<file path="src/rtl/eyetrn_pkg.sv">
`timescale 1ns/1ps
package eyetrn_pkg;
  typedef enum logic [2:0] {ST_BOOT, ST_UP, ST_DOWN, ST_LOCK, ST_FAIL} cal_state_t;
  typedef enum logic [1:0] {WT_IDLE, WT_SETTLE, WT_CHECK} win_phase_t;
endpackage

</file>
<file path="src/rtl/eyetrn_ddr_merge.sv">
`timescale 1ns/1ps
// Two-edge capture, then one packed word per clock on the rising edge.
module eyetrn_ddr_merge #(
  parameter int LANES = 4,
  localparam int W = 2 * LANES
) (
  input  logic             clk,
  input  logic             rst_n,
  input  logic [LANES-1:0] dq_i,
  output logic [W-1:0]     word_o
);
  logic [LANES-1:0] rise_q, fall_q;
  logic [W-1:0]     word_d, word_q;

  always_ff @(posedge clk or negedge rst_n) begin
    if (!rst_n) rise_q <= '0;
    else        rise_q <= dq_i;
  end

  always_ff @(negedge clk or negedge rst_n) begin
    if (!rst_n) fall_q <= '0;
    else        fall_q <= dq_i;
  end

  for (genvar g = 0; g < LANES; g++) begin : g_pack
    assign word_d[2*g]   = rise_q[g];
    assign word_d[2*g+1] = fall_q[g];
  end

  always_ff @(posedge clk or negedge rst_n) begin
    if (!rst_n) word_q <= '0;
    else        word_q <= word_d;
  end

  assign word_o = word_q;
endmodule

</file>
<file path="src/rtl/eyetrn_window_test.sv">
`timescale 1ns/1ps
// One tap trial: settle, then compare a run of words against the pattern.
module eyetrn_window_test
  import eyetrn_pkg::*;
#(
  parameter int W = 8,
  parameter logic [W-1:0] PATTERN = '0,
  parameter int SETTLE = 16,
  parameter int CHECK = 64,
  localparam int CMAX = (SETTLE > CHECK) ? SETTLE : CHECK,
  localparam int CNT_W = $clog2(CMAX + 1)
) (
  input  logic         clk,
  input  logic         rst_n,
  input  logic         abort_i,
  input  logic         go_i,
  input  logic [W-1:0] word_i,
  output logic         done_o,
  output logic         fail_o
);
  win_phase_t       phase_q, phase_d;
  logic [CNT_W-1:0] cnt_q, cnt_d;
  logic             bad_q, bad_d, done_q, done_d, fail_q, fail_d;
  logic             miss;

  assign miss = (word_i != PATTERN);

  always_comb begin
    phase_d = phase_q;
    cnt_d   = cnt_q;
    bad_d   = bad_q;
    done_d  = 1'b0;
    fail_d  = fail_q;
    if (abort_i) begin
      phase_d = WT_IDLE;
      cnt_d   = '0;
      bad_d   = 1'b0;
    end else begin
      case (phase_q)
        WT_IDLE: if (go_i) begin
          phase_d = WT_SETTLE;
          cnt_d   = '0;
          bad_d   = 1'b0;
        end
        WT_SETTLE: begin
          if (cnt_q == CNT_W'(SETTLE - 1)) begin
            phase_d = WT_CHECK;
            cnt_d   = '0;
          end else cnt_d = cnt_q + 1'b1;
        end
        WT_CHECK: begin
          bad_d = bad_q | miss;
          if (cnt_q == CNT_W'(CHECK - 1)) begin
            done_d  = 1'b1;
            fail_d  = bad_q | miss;
            phase_d = WT_IDLE;
            cnt_d   = '0;
          end else cnt_d = cnt_q + 1'b1;
        end
        default: phase_d = WT_IDLE;
      endcase
    end
  end

  always_ff @(posedge clk or negedge rst_n) begin
    if (!rst_n) begin
      phase_q <= WT_IDLE;
      cnt_q   <= '0;
      bad_q   <= 1'b0;
      done_q  <= 1'b0;
      fail_q  <= 1'b0;
    end else begin
      phase_q <= phase_d;
      cnt_q   <= cnt_d;
      bad_q   <= bad_d;
      done_q  <= done_d;
      fail_q  <= fail_d;
    end
  end

  assign done_o = done_q;
  assign fail_o = fail_q;

  // a mismatch seen while checking is remembered
  a_r9_miss_marks_tap: assert property (@(posedge clk) disable iff (!rst_n)
    (phase_q == WT_CHECK && miss && !abort_i) |=> bad_q);
  // a verdict only ever follows the checking phase
  a_r9_done_after_check: assert property (@(posedge clk) disable iff (!rst_n)
    done_q |-> $past(phase_q) == WT_CHECK);
endmodule

</file>
<file path="src/rtl/adc_eye_trainer.sv">
`timescale 1ns/1ps
module adc_eye_trainer
  import eyetrn_pkg::*;
#(
  parameter int LANES = 4,
  parameter int TAP_W = 5,
  parameter int SETTLE = 16,
  parameter int CHECK = 64,
  parameter int MIN_WIN = 4,
  localparam int W = 2 * LANES,
  localparam logic [TAP_W-1:0] TAP_MAX = {TAP_W{1'b1}},
  localparam logic [W-1:0] CAL_WORD = {LANES{2'b01}}
) (
  input  logic             clk,
  input  logic             rst_n,
  input  logic             recal_i,
  input  logic [TAP_W-1:0] start_tap_i,
  input  logic [LANES-1:0] dq_i,
  output logic [TAP_W-1:0] tap_o,
  output logic             pattern_en_o,
  output logic             locked_o,
  output logic             err_o,
  output logic [W-1:0]     sample_o,
  output logic             valid_o
);
  logic [1:0] rst_sync_q;
  logic       rst_n_s;

  always_ff @(posedge clk or negedge rst_n) begin
    if (!rst_n) rst_sync_q <= 2'b00;
    else        rst_sync_q <= {rst_sync_q[0], 1'b1};
  end
  assign rst_n_s = rst_sync_q[1];

  logic [W-1:0] word;
  logic         go_q, go_d, trial_done, trial_fail;

  eyetrn_ddr_merge #(.LANES(LANES)) u_merge (
    .clk(clk), .rst_n(rst_n_s), .dq_i(dq_i), .word_o(word));

  eyetrn_window_test #(.W(W), .PATTERN(CAL_WORD), .SETTLE(SETTLE), .CHECK(CHECK)) u_trial (
    .clk(clk), .rst_n(rst_n_s), .abort_i(recal_i), .go_i(go_q),
    .word_i(word), .done_o(trial_done), .fail_o(trial_fail));

  cal_state_t       state_q, state_d;
  logic [TAP_W-1:0] tap_q, tap_d, hi_q, hi_d, start_q, start_d;
  logic [TAP_W:0]   span, mid_sum;

  assign span    = {1'b0, hi_q} - {1'b0, tap_q};
  assign mid_sum = {1'b0, hi_q} + {1'b0, tap_q};

  always_comb begin
    state_d = state_q;
    tap_d   = tap_q;
    hi_d    = hi_q;
    start_d = start_q;
    go_d    = 1'b0;
    if (recal_i) begin
      state_d = ST_BOOT;
    end else begin
      case (state_q)
        ST_BOOT: begin
          start_d = start_tap_i;
          tap_d   = start_tap_i;
          go_d    = 1'b1;
          state_d = ST_UP;
        end
        ST_UP: if (trial_done) begin
          go_d = 1'b1;
          if (trial_fail || tap_q == TAP_MAX) begin
            hi_d    = tap_q;
            tap_d   = start_q;
            state_d = ST_DOWN;
          end else tap_d = tap_q + 1'b1;
        end
        ST_DOWN: if (trial_done) begin
          if (trial_fail || tap_q == '0) begin
            tap_d   = mid_sum[TAP_W:1];
            state_d = (span < (TAP_W+1)'(MIN_WIN)) ? ST_FAIL : ST_LOCK;
          end else begin
            tap_d = tap_q - 1'b1;
            go_d  = 1'b1;
          end
        end
        default: state_d = state_q;
      endcase
    end
  end

  always_ff @(posedge clk or negedge rst_n_s) begin
    if (!rst_n_s) begin
      state_q <= ST_BOOT;
      tap_q   <= '0;
      hi_q    <= '0;
      start_q <= '0;
      go_q    <= 1'b0;
    end else begin
      state_q <= state_d;
      tap_q   <= tap_d;
      hi_q    <= hi_d;
      start_q <= start_d;
      go_q    <= go_d;
    end
  end

  assign tap_o        = tap_q;
  assign pattern_en_o = (state_q == ST_UP) || (state_q == ST_DOWN);
  assign locked_o     = (state_q == ST_LOCK);
  assign err_o        = (state_q == ST_FAIL);
  assign sample_o     = word;
  assign valid_o      = locked_o;

  // never both outcomes at once
  a_r6_outcome_exclusive: assert property (@(posedge clk) disable iff (!rst_n_s)
    !(locked_o && err_o));
  // samples only marked valid when locked
  a_r7_valid_needs_lock: assert property (@(posedge clk) disable iff (!rst_n_s)
    valid_o |-> locked_o);
  // test pattern released once locked
  a_r2_pattern_off_locked: assert property (@(posedge clk) disable iff (!rst_n_s)
    locked_o |-> !pattern_en_o);
  // tap holds while locked
  a_r5_tap_holds: assert property (@(posedge clk) disable iff (!rst_n_s)
    (locked_o && !recal_i) |=> $stable(tap_o));
  // recalibration drops the outcome at once
  a_r8_recal_restarts: assert property (@(posedge clk) disable iff (!rst_n_s)
    recal_i |=> (!locked_o && !err_o && !pattern_en_o));
endmodule

</file>
<file path="config.mk">
export PLATFORM = sky130hd
export DESIGN_NAME = adc_eye_trainer
export DESIGN_NICKNAME = d
export VERILOG_FILES = /design/src/rtl/eyetrn_pkg.sv /design/src/rtl/eyetrn_ddr_merge.sv /design/src/rtl/eyetrn_window_test.sv /design/src/rtl/adc_eye_trainer.sv
export SDC_FILE = /design/constraint.sdc
export NUM_CORES = 1
export LEC_CHECK = 0
export CELL_PAD_IN_SITES_DETAIL_PLACEMENT = 0
export CELL_PAD_IN_SITES_GLOBAL_PLACEMENT = 1
export CORE_AREA = 2 2 85 87
export DETAILED_ROUTE_END_ITERATION = 10
export DIE_AREA = 0 0 87 89
export GPL_ROUTABILITY_DRIVEN = 1
export GPL_TIMING_DRIVEN = 0
export PLACE_DENSITY = 0.72
export SYNTH_ARGS = -nofsm -noshare
export SYNTH_HDL_FRONTEND = slang
export SYNTH_HIERARCHICAL = 1
export SYNTH_SLANG_ARGS = --single-unit
</file>
<file path="constraint.sdc">
create_clock -name clk -period 1.81 [get_ports clk]
set_input_delay 0.181 -clock clk [delete_from_list [all_inputs] [get_ports clk]]
set_output_delay 0.181 -clock clk [all_outputs]
set_load 0.01 [all_outputs]
</file>
* Yosys cells after proc, flatten, opt, wreduce, memory -nomap -nowiden
Index checks and enable logic that the tools add are counted.
** Storage, ports and cells
- Bits in registers :: 49
- Bits of input ports :: 12
- Output and inout port bits :: 17
- Logic and storage cells :: 92
** Operators by class
- Add/subtract/negate cells :: 5
- Order comparisons :: 1
- Eq/ne operators :: 19
- Multiplexer cells :: 33
- Bitwise operators :: 2
- Reduce and logical (&&, ||, !) cells :: 18
** Operators with widths (number)
- $mux 7 :: 4
- $pmux 7 s3 :: 1
- $mux 5 :: 4
- $mux 3 :: 6
- $pmux 5 s3 :: 1
- $ne 3x2->1 const B :: 4
- $mux 1 :: 9
- $ne 3x3->1 const B :: 3
- $pmux 3 s3 :: 1
- $mux 2 :: 4
- $ne 8x7->1 const B :: 1
- $reduce_and 4->1 :: 2
- $reduce_bool 4->1 :: 2
- $add 7x1->7 const B :: 1
- $eq 7x4->1 const B :: 1
- $eq 7x6->1 const B :: 1
- $add 5x5->6 :: 1
- $eq 3x2->1 const B :: 2
- $lt 6x3->1 const B :: 1
- $pmux 2 s3 :: 1
- $reduce_and 2->1 :: 3
- $reduce_and 3->1 :: 2
- $reduce_bool 3->1 :: 2
- $sub 5x5->6 :: 1
- 17 further kinds :: 20

* Longest topological paths before layout
Gate-level depths: netlist (run 1).
- Depth in word-level cells :: 7
- Depth in mapped cells :: 9
- Mapped depth without buffers :: 8

* Hierarchy
The synthesis (run 1) kept the hierarchy.
** Modules (own cells, without submodules)
- adc_eye_trainer :: instances 1, cells an instance 161, area each 1542.7 sq um, sequential area each 525.5 sq um
- eyetrn_window_test :: instances 1, cells an instance 69, area each 723.2 sq um, sequential area each 300.3 sq um
- eyetrn_ddr_merge :: instances 1, cells an instance 16, area each 400.4 sq um, sequential area each 400.4 sq um

==> flow_summary.yaml, run 1 <==
run_status:
  status: "complete, but fails checks"
  violations: "setup timing"
logic_synthesis:
  ys_top_cells_by_area: "dfrtp_1, ha_1, dfrtn_1, a21oi_1, mux2_2"
  yosys_warnings: 6
  synthFlopType: "dfrtp_1"
  synth-edff-count: 0
  ys_async_sr_fraction_pct: 100
  postSynthAreaPerCell_sq_um: 10.8
  ys_ff_latch: 49
  synthCells: 246
  synth_seq_area_share_pct: 46.0
  synthDistinctLibCells: 70
  synth_largest_area_cell: "dfrtp_1"
  synth_top_cell_area_share_pct: 42.2
  syn-num-nets: 276
  syn_area_sq_um: 2670
setup_path:
  rr_endpoint: "tap_o[2]$_DFFE_PN0P_"
  r2r_cells: 8
  critPathLaunchType: "flip-flop"
  cp-endpoint: "tap_o[2]$_DFFE_PN0P_"
  arrival_ns: 2.11
  regToRegSetupSlack_ns: -0.09
  required_ns: 2.02
  endpoint_kind: "flip-flop"
  r2r-start: "tap_o[1]$_DFFE_PN0P_"
  critPathKind: "reg -> reg"
  crit_fanout: 5
  startpoint: "tap_o[1]$_DFFE_PN0P_"
sta:
  slew_headroom_pct: 49.8
  post-route-period-util_pct: 105
  tightest_slew_ns: 0.753
  rsz0062_at_grt: "yes"
  slew_viol_final: 0
  setup_viol: 10
  finalCriticalPeriod_ns: 1.90
  worst_slack_ns: -0.0898
  clock_skew_ns: 0.0104
  fmax_mhz: 526
  hold_viol_final: 0
  whs_ns: 0.0150
layout:
  final_cell_mix: "dfrtp_1, clkdlybuf4s50_1, nor2_1, buf_4"
  syn_to_final_growth_pct: 30.2
  nets: 325
  layout_commonest_cell: "dfrtp_1"
  final_area_sq_um: 3470
  diodes: 0
  drive_gt1_share_pct: 30.1
global_routing:
  grt_pass1_vias: 1953
  grt_max_degree: 48
  grt_use_met3_pct: 2.49
  antenna_found_initial: 0
  grt-ovfl-total: 0
  grtUsageMet1_pct: 20.7
  top_usage_layer: "met2"
  track_usage_pct: 15.9
  grt_pass1_wl_mm: 9.61
  global_route.usage.met2_pct: 26.8
route:
  wl_mm: 5.67
  drt_first_pass_iters: 4
  via_per_inst: 5.37
  dr.first_iter.drc_count: 94
  wl_per_cell_microns: 15.1
  ant_nets: 0
  drc: 0
  num_vias: 2019
floorplanning:
  fp.coreArea_sq_um: 6720
  die_h_microns: 89
  rows: 30
  initial_core_util_pct: 39.7
  die-width_microns: 87
  io_pins: 29
  die-area_sq_um: 7740
pwr:
  ir_worst_vdd_mv: 0.495
  leakagePower_nw: 1.55
  power_density_nw_per_um2: 861
clock_tree:
  cts.path.max_buffers: 2
  clkLatencyLatePin_ns: 0.31
  cts_hold_buf: 0
  htree_levels: 2
  numCtsBuffers: 5
  clkTransAtPathRegs_ns: 0.10
  cts_tree: "built"
  clock-sinks: 49
  clock-root-buffer: "clkbuf_8"
placed_design:
  port_buffers: 28
  placed_cell_area_sq_um: 3110
  finalWeightedCongestion: 0.770
  dp.final_hpwl_mm: 3.81
min_path:
  hold_path.class: "in -> async"
flow_run:
  drv_cap: 0
state kept, by name, summed over array words and instances (netlist names), 3 cells and up:
signal and cells:
state_q 3, u_merge/fall_q 4, u_merge/word_o 8, u_merge/rise_q 4, tap_o 5, u_trial/cnt_q 7, start_q 5, hi_q 5
power breakdown:
group	internal [W]	total [W]	switching [W]
sequential	0.00118	0.00127	0.0000912
clock	0.000290	0.000718	0.000428
combinational	0.000501	0.00100	0.000500
total	0.00197	0.00299	0.00102
per-layer routing:
layer	vias up	wire [microns]
met5	-	0
li1	979	-
met3	10	152
met4	0	114
met2	30	2760
met1	1000	2640
stage by stage:
stage / std cells / setup TNS [ns] / worst slack, ns / util [%] / total power [W]
2_1_floorplan: 246 / -0.00869 / -0.00869 / - / 0.00185
3_3_place_gp: 354 / -8.24 / -0.496 / 46.3 / 0.00210
3_5_place_dp: 354 / -8.41 / -0.499 / 46.3 / 0.00210
4_1_cts: 373 / -0.590 / -0.0813 / 50.9 / 0.00297
5_1_grt: 376 / -2.06 / -0.165 / 51.7 / 0.00317
6_report: 376 / -0.471 / -0.0898 / 51.7 / 0.00299
layout make-up:
cell class | instances | area [sq um]
inverters | 14 | 55.1
fillers | 605 | 3250
flip-flops and latches | 49 | 1230
plain buffers | 7 | 66.3
repair buffers | 45 | 408
well taps | 80 | 100
clock inverters | 3 | 28.8
multi-input cells | 173 | 1510
clock buffers | 5 | 68.8
critical path, stage by stage, from the launching register on:
cell,delay [ns]
dfrtp_2,0.47
ha_4,0.18
and3_4,0.18
ha_4,0.17
nor2_4,0.12
nor2_4,0.07
a222oi_1,0.28
o211ai_1,0.15
a22o_1,0.19
cell usage after synthesis (3+ instances only):
library cell and count:
dfrtn_1 4, nor3_1 5, nand2_1 15, o21ai_0 5
clkbuf_1 5, nand2b_1 3, nor2_1 20, mux2_1 3
xnor2_1 4, inv_1 14, a21oi_1 16, ha_1 17
dfrtp_1 45, mux2i_1 5, nand3_1 5, a22o_1 3
a21o_1 5, o211ai_1 3, mux2_2 7
worst min path at each step:
stage,start,endpoint,slack (ns),cells past startpoint
after floorplan,rst_n,rst_sync_q[0]$_DFF_PN0_,-0.11,0
after global placement,u_merge/rise_q[3]$_DFF_PN0_,u_merge/word_o[6]$_DFF_PN0_,0.33,0
after detailed placement,u_merge/rise_q[3]$_DFF_PN0_,u_merge/word_o[6]$_DFF_PN0_,0.33,0
after CTS,rst_n,rst_sync_q[1]$_DFF_PN0_,0.01,1
after global routing,rst_n,rst_sync_q[1]$_DFF_PN0_,0.02,1
final,rst_n,rst_sync_q[1]$_DFF_PN0_,0.01,1
logic make-up (layout without fill, tap and decap cells):
kind of cell,count (synthesis),count (layout),synth area share (%)
fa+ha+maj,18,18,8.73
mux,15,15,6.10
buf+inv,24,74,4.18
simple gates,74,74,17.0
xor+xnor,6,6,1.97
other cells,1,1,0.141
compound gates,59,59,15.9
flops,49,49,46.0
timing repair:
item                                   4_1_cts  5_1_grt
pin swaps                                   13        5
gates resized for setup                     37        8
endpoints found under the hold margin        0        0
buffers inserted                            14        3
setup endpoints to repair                   36       21
Note: power is estimated with default switching activity, not from simulation.
==> run 2, diff against run 1 <==
--- a/config.mk
+++ b/config.mk
@@ -7,13 +7,12 @@
 export LEC_CHECK = 0
 export CELL_PAD_IN_SITES_DETAIL_PLACEMENT = 0
 export CELL_PAD_IN_SITES_GLOBAL_PLACEMENT = 1
-export CORE_AREA = 2 2 85 87
+export CORE_AREA = 2 2 86 88
 export DETAILED_ROUTE_END_ITERATION = 10
-export DIE_AREA = 0 0 87 89
+export DIE_AREA = 0 0 88 90
 export GPL_ROUTABILITY_DRIVEN = 1
 export GPL_TIMING_DRIVEN = 0
-export PLACE_DENSITY = 0.72
+export PLACE_DENSITY = 0.71
 export SYNTH_ARGS = -nofsm -noshare
 export SYNTH_HDL_FRONTEND = slang
-export SYNTH_HIERARCHICAL = 1
 export SYNTH_SLANG_ARGS = --single-unit
==> flow_summary.yaml, run 2 <==
logic_synthesis:
  yosys_warnings: 0
  synth_seq_area_share_pct: 45.2
  synthFlopType: "dfrtp_1"
  ys_async_sr_fraction_pct: 100
  synth-xor-area-share_pct: 2.58
  synth-edff-count: 0
  synth-simple-area-share_pct: 15.9
  syn-num-nets: 278
  synth_top_family_by_area: "compound AO/OA/AOI/OAI gates"
  syn_area_sq_um: 2710
  synth_largest_area_cell: "dfrtp_1"
  ys_ff_latch: 49
  synth_top_cell_area_share_pct: 41.5
  synthDistinctLibCells: 63
  synth_compound_area_share_pct: 16.8
  synthCells: 248
  synth_mux_area_share_pct: 6.46
  yosysMostFrequentCell: "dfrtp_1"
  yosys.area_share.adder_pct: 8.58
  ys_top_cells_by_area: "dfrtp_1, ha_1, mux2_2, dfrtn_1, o21ai_0"
  postSynthAreaPerCell_sq_um: 10.9
  synthTopCellsByCount: "dfrtp_1, nand2_1, ha_1"
layout:
  final_area_sq_um: 3760
  final_cell_mix: "dfrtp_1, buf_4, clkdlybuf4s50_1"
  num-fill-cells: 610
  diodes: 0
  syn_to_final_growth_pct: 38.8
  layout_commonest_cell: "dfrtp_1"
  largest_reg_flops: 8
  nets: 344
  drive_gt1_share_pct: 39.7
sta:
  hold_viol_final: 0
  finalCriticalPeriod_ns: 2.02
  tightest_slew_ns: 0.628
  slew_headroom_pct: 58.1
  setup_viol: 11
  post-route-period-util_pct: 112
  slew_viol_final: 0
  whs_ns: 0.0323
  rsz0062_at_grt: "yes"
  clock_skew_ns: 0.00672
  fmax_mhz: 494
  worst_slack_ns: -0.213
route:
  wl_per_cell_microns: 15.6
  drt_first_pass_iters: 4
  dr.first_iter.drc_count: 65
  num_vias: 2128
  wl_mm: 6.46
  via_per_inst: 5.14
  drc: 0
  ant_nets: 0
run_status:
  status: "complete, but fails checks"
  violations: "setup timing"
clock_tree:
  clock-root-buffer: "clkbuf_8"
  clock-sinks: 49
  numCtsBuffers: 5
  cts_tree: "built"
  clkTransAtPathRegs_ns: 0.10
  htree_levels: 2
  cts.path.max_buffers: 2
  clkLatencyLatePin_ns: 0.31
global_routing:
  grt-ovfl-total: 0
  grt_max_degree: 48
  track_usage_pct: 16.7
  grt_pass1_wl_mm: 10.4
  grt_pass1_vias: 2109
  antenna_found_initial: 0
setup_path:
  endpoint_kind: "flip-flop"
  critPathLaunchType: "flip-flop"
  arrival_ns: 2.20
  required_ns: 1.99
  crit_fanout: 4
  critPathKind: "reg -> reg"
floorplanning:
  fp.coreArea_sq_um: 7020
  die_h_microns: 90
  rows: 31
  initial_core_util_pct: 38.6
  die-width_microns: 88
  die-area_sq_um: 7920
  io_pins: 29
placed_design:
  finalWeightedCongestion: 0.827
  placed_cell_area_sq_um: 3170
  port_buffers: 27
  dp.final_hpwl_mm: 4.15
  dp_slack_ns: -0.332
min_path:
  hold_path.class: "in -> async"
flow_run:
  drv_cap: 0
pwr:
  power_density_nw_per_um2: 1250
  p_total_w: 0.00470
  leakagePower_nw: 1.63
  ir_worst_vdd_mv: 0.503
run 2: area by class of cell:
type / count / area, sq um / area share (%)
multi-input cells: 177 / 1620 / 43.0
flip-flops and latches: 49 / 1240 / 32.9
repair buffers: 59 / 536 / 14.2
well taps: 99 / 124 / 3.29
plain buffers: 8 / 90.1 / 2.39
clock buffers: 5 / 68.8 / 1.83
inverters: 14 / 57.6 / 1.53
clock inverters: 3 / 28.8 / 0.764
run 2: power breakdown:
group	leakage, nW	internal (W)	total (W)	switching, W
Clock	0.0506	0.000290	0.000707	0.000417
Combinational	0.977	0.00133	0.00257	0.00125
Sequential	0.600	0.00127	0.00142	0.000150
Total	1.63	0.00288	0.00470	0.00181
run 2: cells by family after synthesis:
family | Yosys count
DFF | 49
adders and majority gates | 18
and+or+nand+nor | 73
xor gates and xnor gates | 8
AOI/OAI and AO/OA | 61
buffers and inverters | 22
muxes | 16
other | 1
run 2: final timing paths:
check	startpoint	to	slack [ns]	cells past startpoint
worst max-delay path	tap_o[1]$_DFFE_PN0P_	tap_o[2]$_DFFE_PN0P_	-0.21	9
worst min-delay path	rst_n	rst_sync_q[1]$_DFF_PN0_	0.03	1
worst max register to register	tap_o[1]$_DFFE_PN0P_	tap_o[2]$_DFFE_PN0P_	-0.21	9
worst min register to register	rst_sync_q[1]$_DFF_PN0_	hi_q[2]$_DFFE_PN0P_	0.35	0
max in group asynchronous	rst_sync_q[1]$_DFF_PN0_	u_merge.fall_q[2]$_DFF_NN0_	0.22	0
min in group clk	recal_i	u_trial.phase_q[0]$_DFFE_PN0P_	0.11	2
run 2: per-stage QoR:
stage / std cells / TNS [ns] / utilization [%]
6_report: 414 / -1.64 / 53.6
5_1_grt: 414 / -2.42 / 53.6
4_1_cts: 405 / -1.19 / 50.7
3_5_place_dp: 374 / -3.61 / 45.2
3_3_place_gp: 374 / -3.36 / 45.2
2_1_floorplan: 248 / -0.442 / -
run 2: worst max-delay path, stage by stage, from the launching register on:
cell and delay [ns]:
dfrtp_2 0.46, ha_4 0.19, and3_4 0.15, ha_4 0.15, nor2_4 0.18, buf_12 0.14, mux2i_1 0.20, nor4b_2 0.06
o21ai_1 0.20, o211ai_1 0.15
run 2: repair_timing:
item                       CTS  global route
buffers inserted            23             9
hold buffers                 0             0
setup endpoints to repair   28            23
pin swaps                   13            19
resized for setup           31            39
run 2: metal layers:
metal  vias to the layer above  track usage (%)  wire length, microns
met3                        12             3.31                   190
met2                        31             27.0                  3280
li1                       1021                -                     -
met4                         0             5.51                   146
met1                      1064             22.2                  2840
met5                         -                0                     0
==> run 3, diff against run 2 <==
--- a/config.mk
+++ b/config.mk
@@ -12,6 +12,7 @@
 export DIE_AREA = 0 0 88 90
 export GPL_ROUTABILITY_DRIVEN = 1
 export GPL_TIMING_DRIVEN = 0
+export MAX_ROUTING_LAYER = met4
 export PLACE_DENSITY = 0.71
 export SYNTH_ARGS = -nofsm -noshare
 export SYNTH_HDL_FRONTEND = slang
==> flow_summary.yaml, run 3 (same netlist as run 2, synthesis figures left out) <==
setup_path:
  endpoint_kind: "flip-flop"
  cp_slowest_stage_delay_ns: 0.46
  required_ns: 1.99
  cp-endpoint: "tap_o[2]$_DFFE_PN0P_"
  crit_path_top_delay_cell: "dfrtp_2"
  r2r_cells: 9
  regToRegSetupSlack_ns: -0.21
  critPathKind: "reg -> reg"
  startpoint: "tap_o[1]$_DFFE_PN0P_"
  critPathLaunchType: "flip-flop"
  path_depth: 9
  crit_fanout: 4
  crit_path_frequent_cell: "ha_4"
  rr_endpoint: "tap_o[2]$_DFFE_PN0P_"
  crit_buf_inv: 1
  crit_family: "flip-flops"
  crit_chain: "ha_4 > and3_4 > ha_4 > nor2_4 > buf_12 > mux2i_1 > nor4b_2 > o21ai_1 > o211ai_1"
  r2r-start: "tap_o[1]$_DFFE_PN0P_"
  arrival_ns: 2.20
placed_design:
  port_buffers: 27
  dp.final_hpwl_mm: 4.15
  finalWeightedCongestion: 0.839
min_path:
  hold_path.class: "in -> async"
sta:
  finalCriticalPeriod_ns: 2.02
  fin_tns_setup_ns: -1.64
  clock_skew_ns: 0.00696
  whs_ns: 0.0330
  worst_slack_ns: -0.215
  fmax_mhz: 494
  setup_viol: 11
  slew_headroom_pct: 58.5
  tightest_slew_ns: 0.623
  hold_viol_final: 0
  slew_viol_final: 0
  post-route-period-util_pct: 112
  rsz0062_at_grt: "yes"
route:
  dr.first_iter.drc_count: 59
  via_per_inst: 5.12
  drt_first_pass_iters: 4
  wl_per_cell_microns: 15.6
  wl_mm: 6.46
  num_vias: 2121
  drc: 0
  ant_nets: 0
pwr:
  leakagePower_nw: 1.63
  power_density_nw_per_um2: 1250
  ir_worst_vdd_mv: 0.502
floorplanning:
  die-area_sq_um: 7920
  initial_core_util_pct: 38.6
  fp.coreArea_sq_um: 7020
  die-width_microns: 88
  io_pins: 29
  rows: 31
  die_h_microns: 90
run_status:
  violations: "setup timing"
  status: "complete, but fails checks"
global_routing:
  grt_pass1_vias: 2111
  grt_use_met3_pct: 3.12
  grtUsageMet1_pct: 22.4
  top_usage_layer: "met2"
  grt_max_degree: 48
  global_route.usage.met2_pct: 26.9
  grt-ovfl-total: 0
  track_usage_pct: 17.2
  grt_pass1_wl_mm: 10.4
  antenna_found_initial: 0
clock_tree:
  clock-root-buffer: "clkbuf_8"
  numCtsBuffers: 5
  cts_tree: "built"
  clock-sinks: 49
  htree_levels: 2
  clkLatencyLatePin_ns: 0.31
  cts.path.max_buffers: 2
  clkTransAtPathRegs_ns: 0.10
layout:
  final_cell_mix: "dfrtp_1, buf_4, clkdlybuf4s50_1"
  nets: 344
  syn_to_final_growth_pct: 38.8
  fin_util_pct: 53.6
  drive_gt1_share_pct: 39.7
  diodes: 0
  largest_reg_flops: 8
  layout_commonest_cell: "dfrtp_1"
flow_run:
  drv_cap: 0
[run 3: worst min path at each step]
stage	startpoint	end	cells after the start
final	rst_n	rst_sync_q[1]$_DFF_PN0_	1
after global placement	u_merge.rise_q[0]$_DFF_PN0_	u_merge.word_o[0]$_DFF_PN0_	0
after floorplan	rst_n	rst_sync_q[0]$_DFF_PN0_	0
after CTS	rst_n	rst_sync_q[1]$_DFF_PN0_	1
after detailed placement	u_merge.rise_q[0]$_DFF_PN0_	u_merge.word_o[0]$_DFF_PN0_	0
after global routing	rst_n	rst_sync_q[1]$_DFF_PN0_	1
[run 3: final cells by class]
type | instances | area, sq um
Fill cell | 610 | 3260
Multi-Input combinational cell | 177 | 1620
Sequential cell | 49 | 1240
Timing Repair Buffer | 59 | 536
Tap cell | 99 | 124
Buffer | 8 | 90.1
Clock buffer | 5 | 68.8
Inverter | 14 | 57.6
Clock inverter | 3 | 28.8
[run 3: power by group]
| group | switching (W) | internal, W | total, W | leakage (nW) |
|---|---|---|---|---|
| Combinational | 0.00125 | 0.00133 | 0.00258 | 0.977 |
| Sequential | 0.000150 | 0.00127 | 0.00142 | 0.600 |
| Clock | 0.000415 | 0.000290 | 0.000705 | 0.0506 |
[run 3: repair_timing]
item	CTS	global route
hold buffers	0	0
endpoints found under the setup margin	28	23
pin swaps	13	19
buffers inserted	23	9
resized for setup	31	39
[run 3: per-layer routing]
| layer | routed length (microns) | vias to the layer above |
|---|---|---|
| met5 | 0 | - |
| met4 | 146 | 0 |
| met3 | 170 | 12 |
| met2 | 3260 | 31 |
| met1 | 2880 | 1056 |
| li1 | - | 1022 |
[run 3: metrics by stage]
| step | power (W) | std cells | instance area (sq um) | setup slack, ns |
|---|---|---|---|---|
| CTS | 0.00442 | 405 | 3560 | -0.149 |
| global route | 0.00501 | 414 | 3760 | -0.259 |
| finish | 0.00470 | 414 | 3760 | -0.215 |
| detailed placement | 0.00327 | 374 | 3170 | -0.332 |
| floorplan | 0.00275 | 248 | 2780 | -0.139 |
| global placement | 0.00327 | 374 | 3170 | -0.313 |
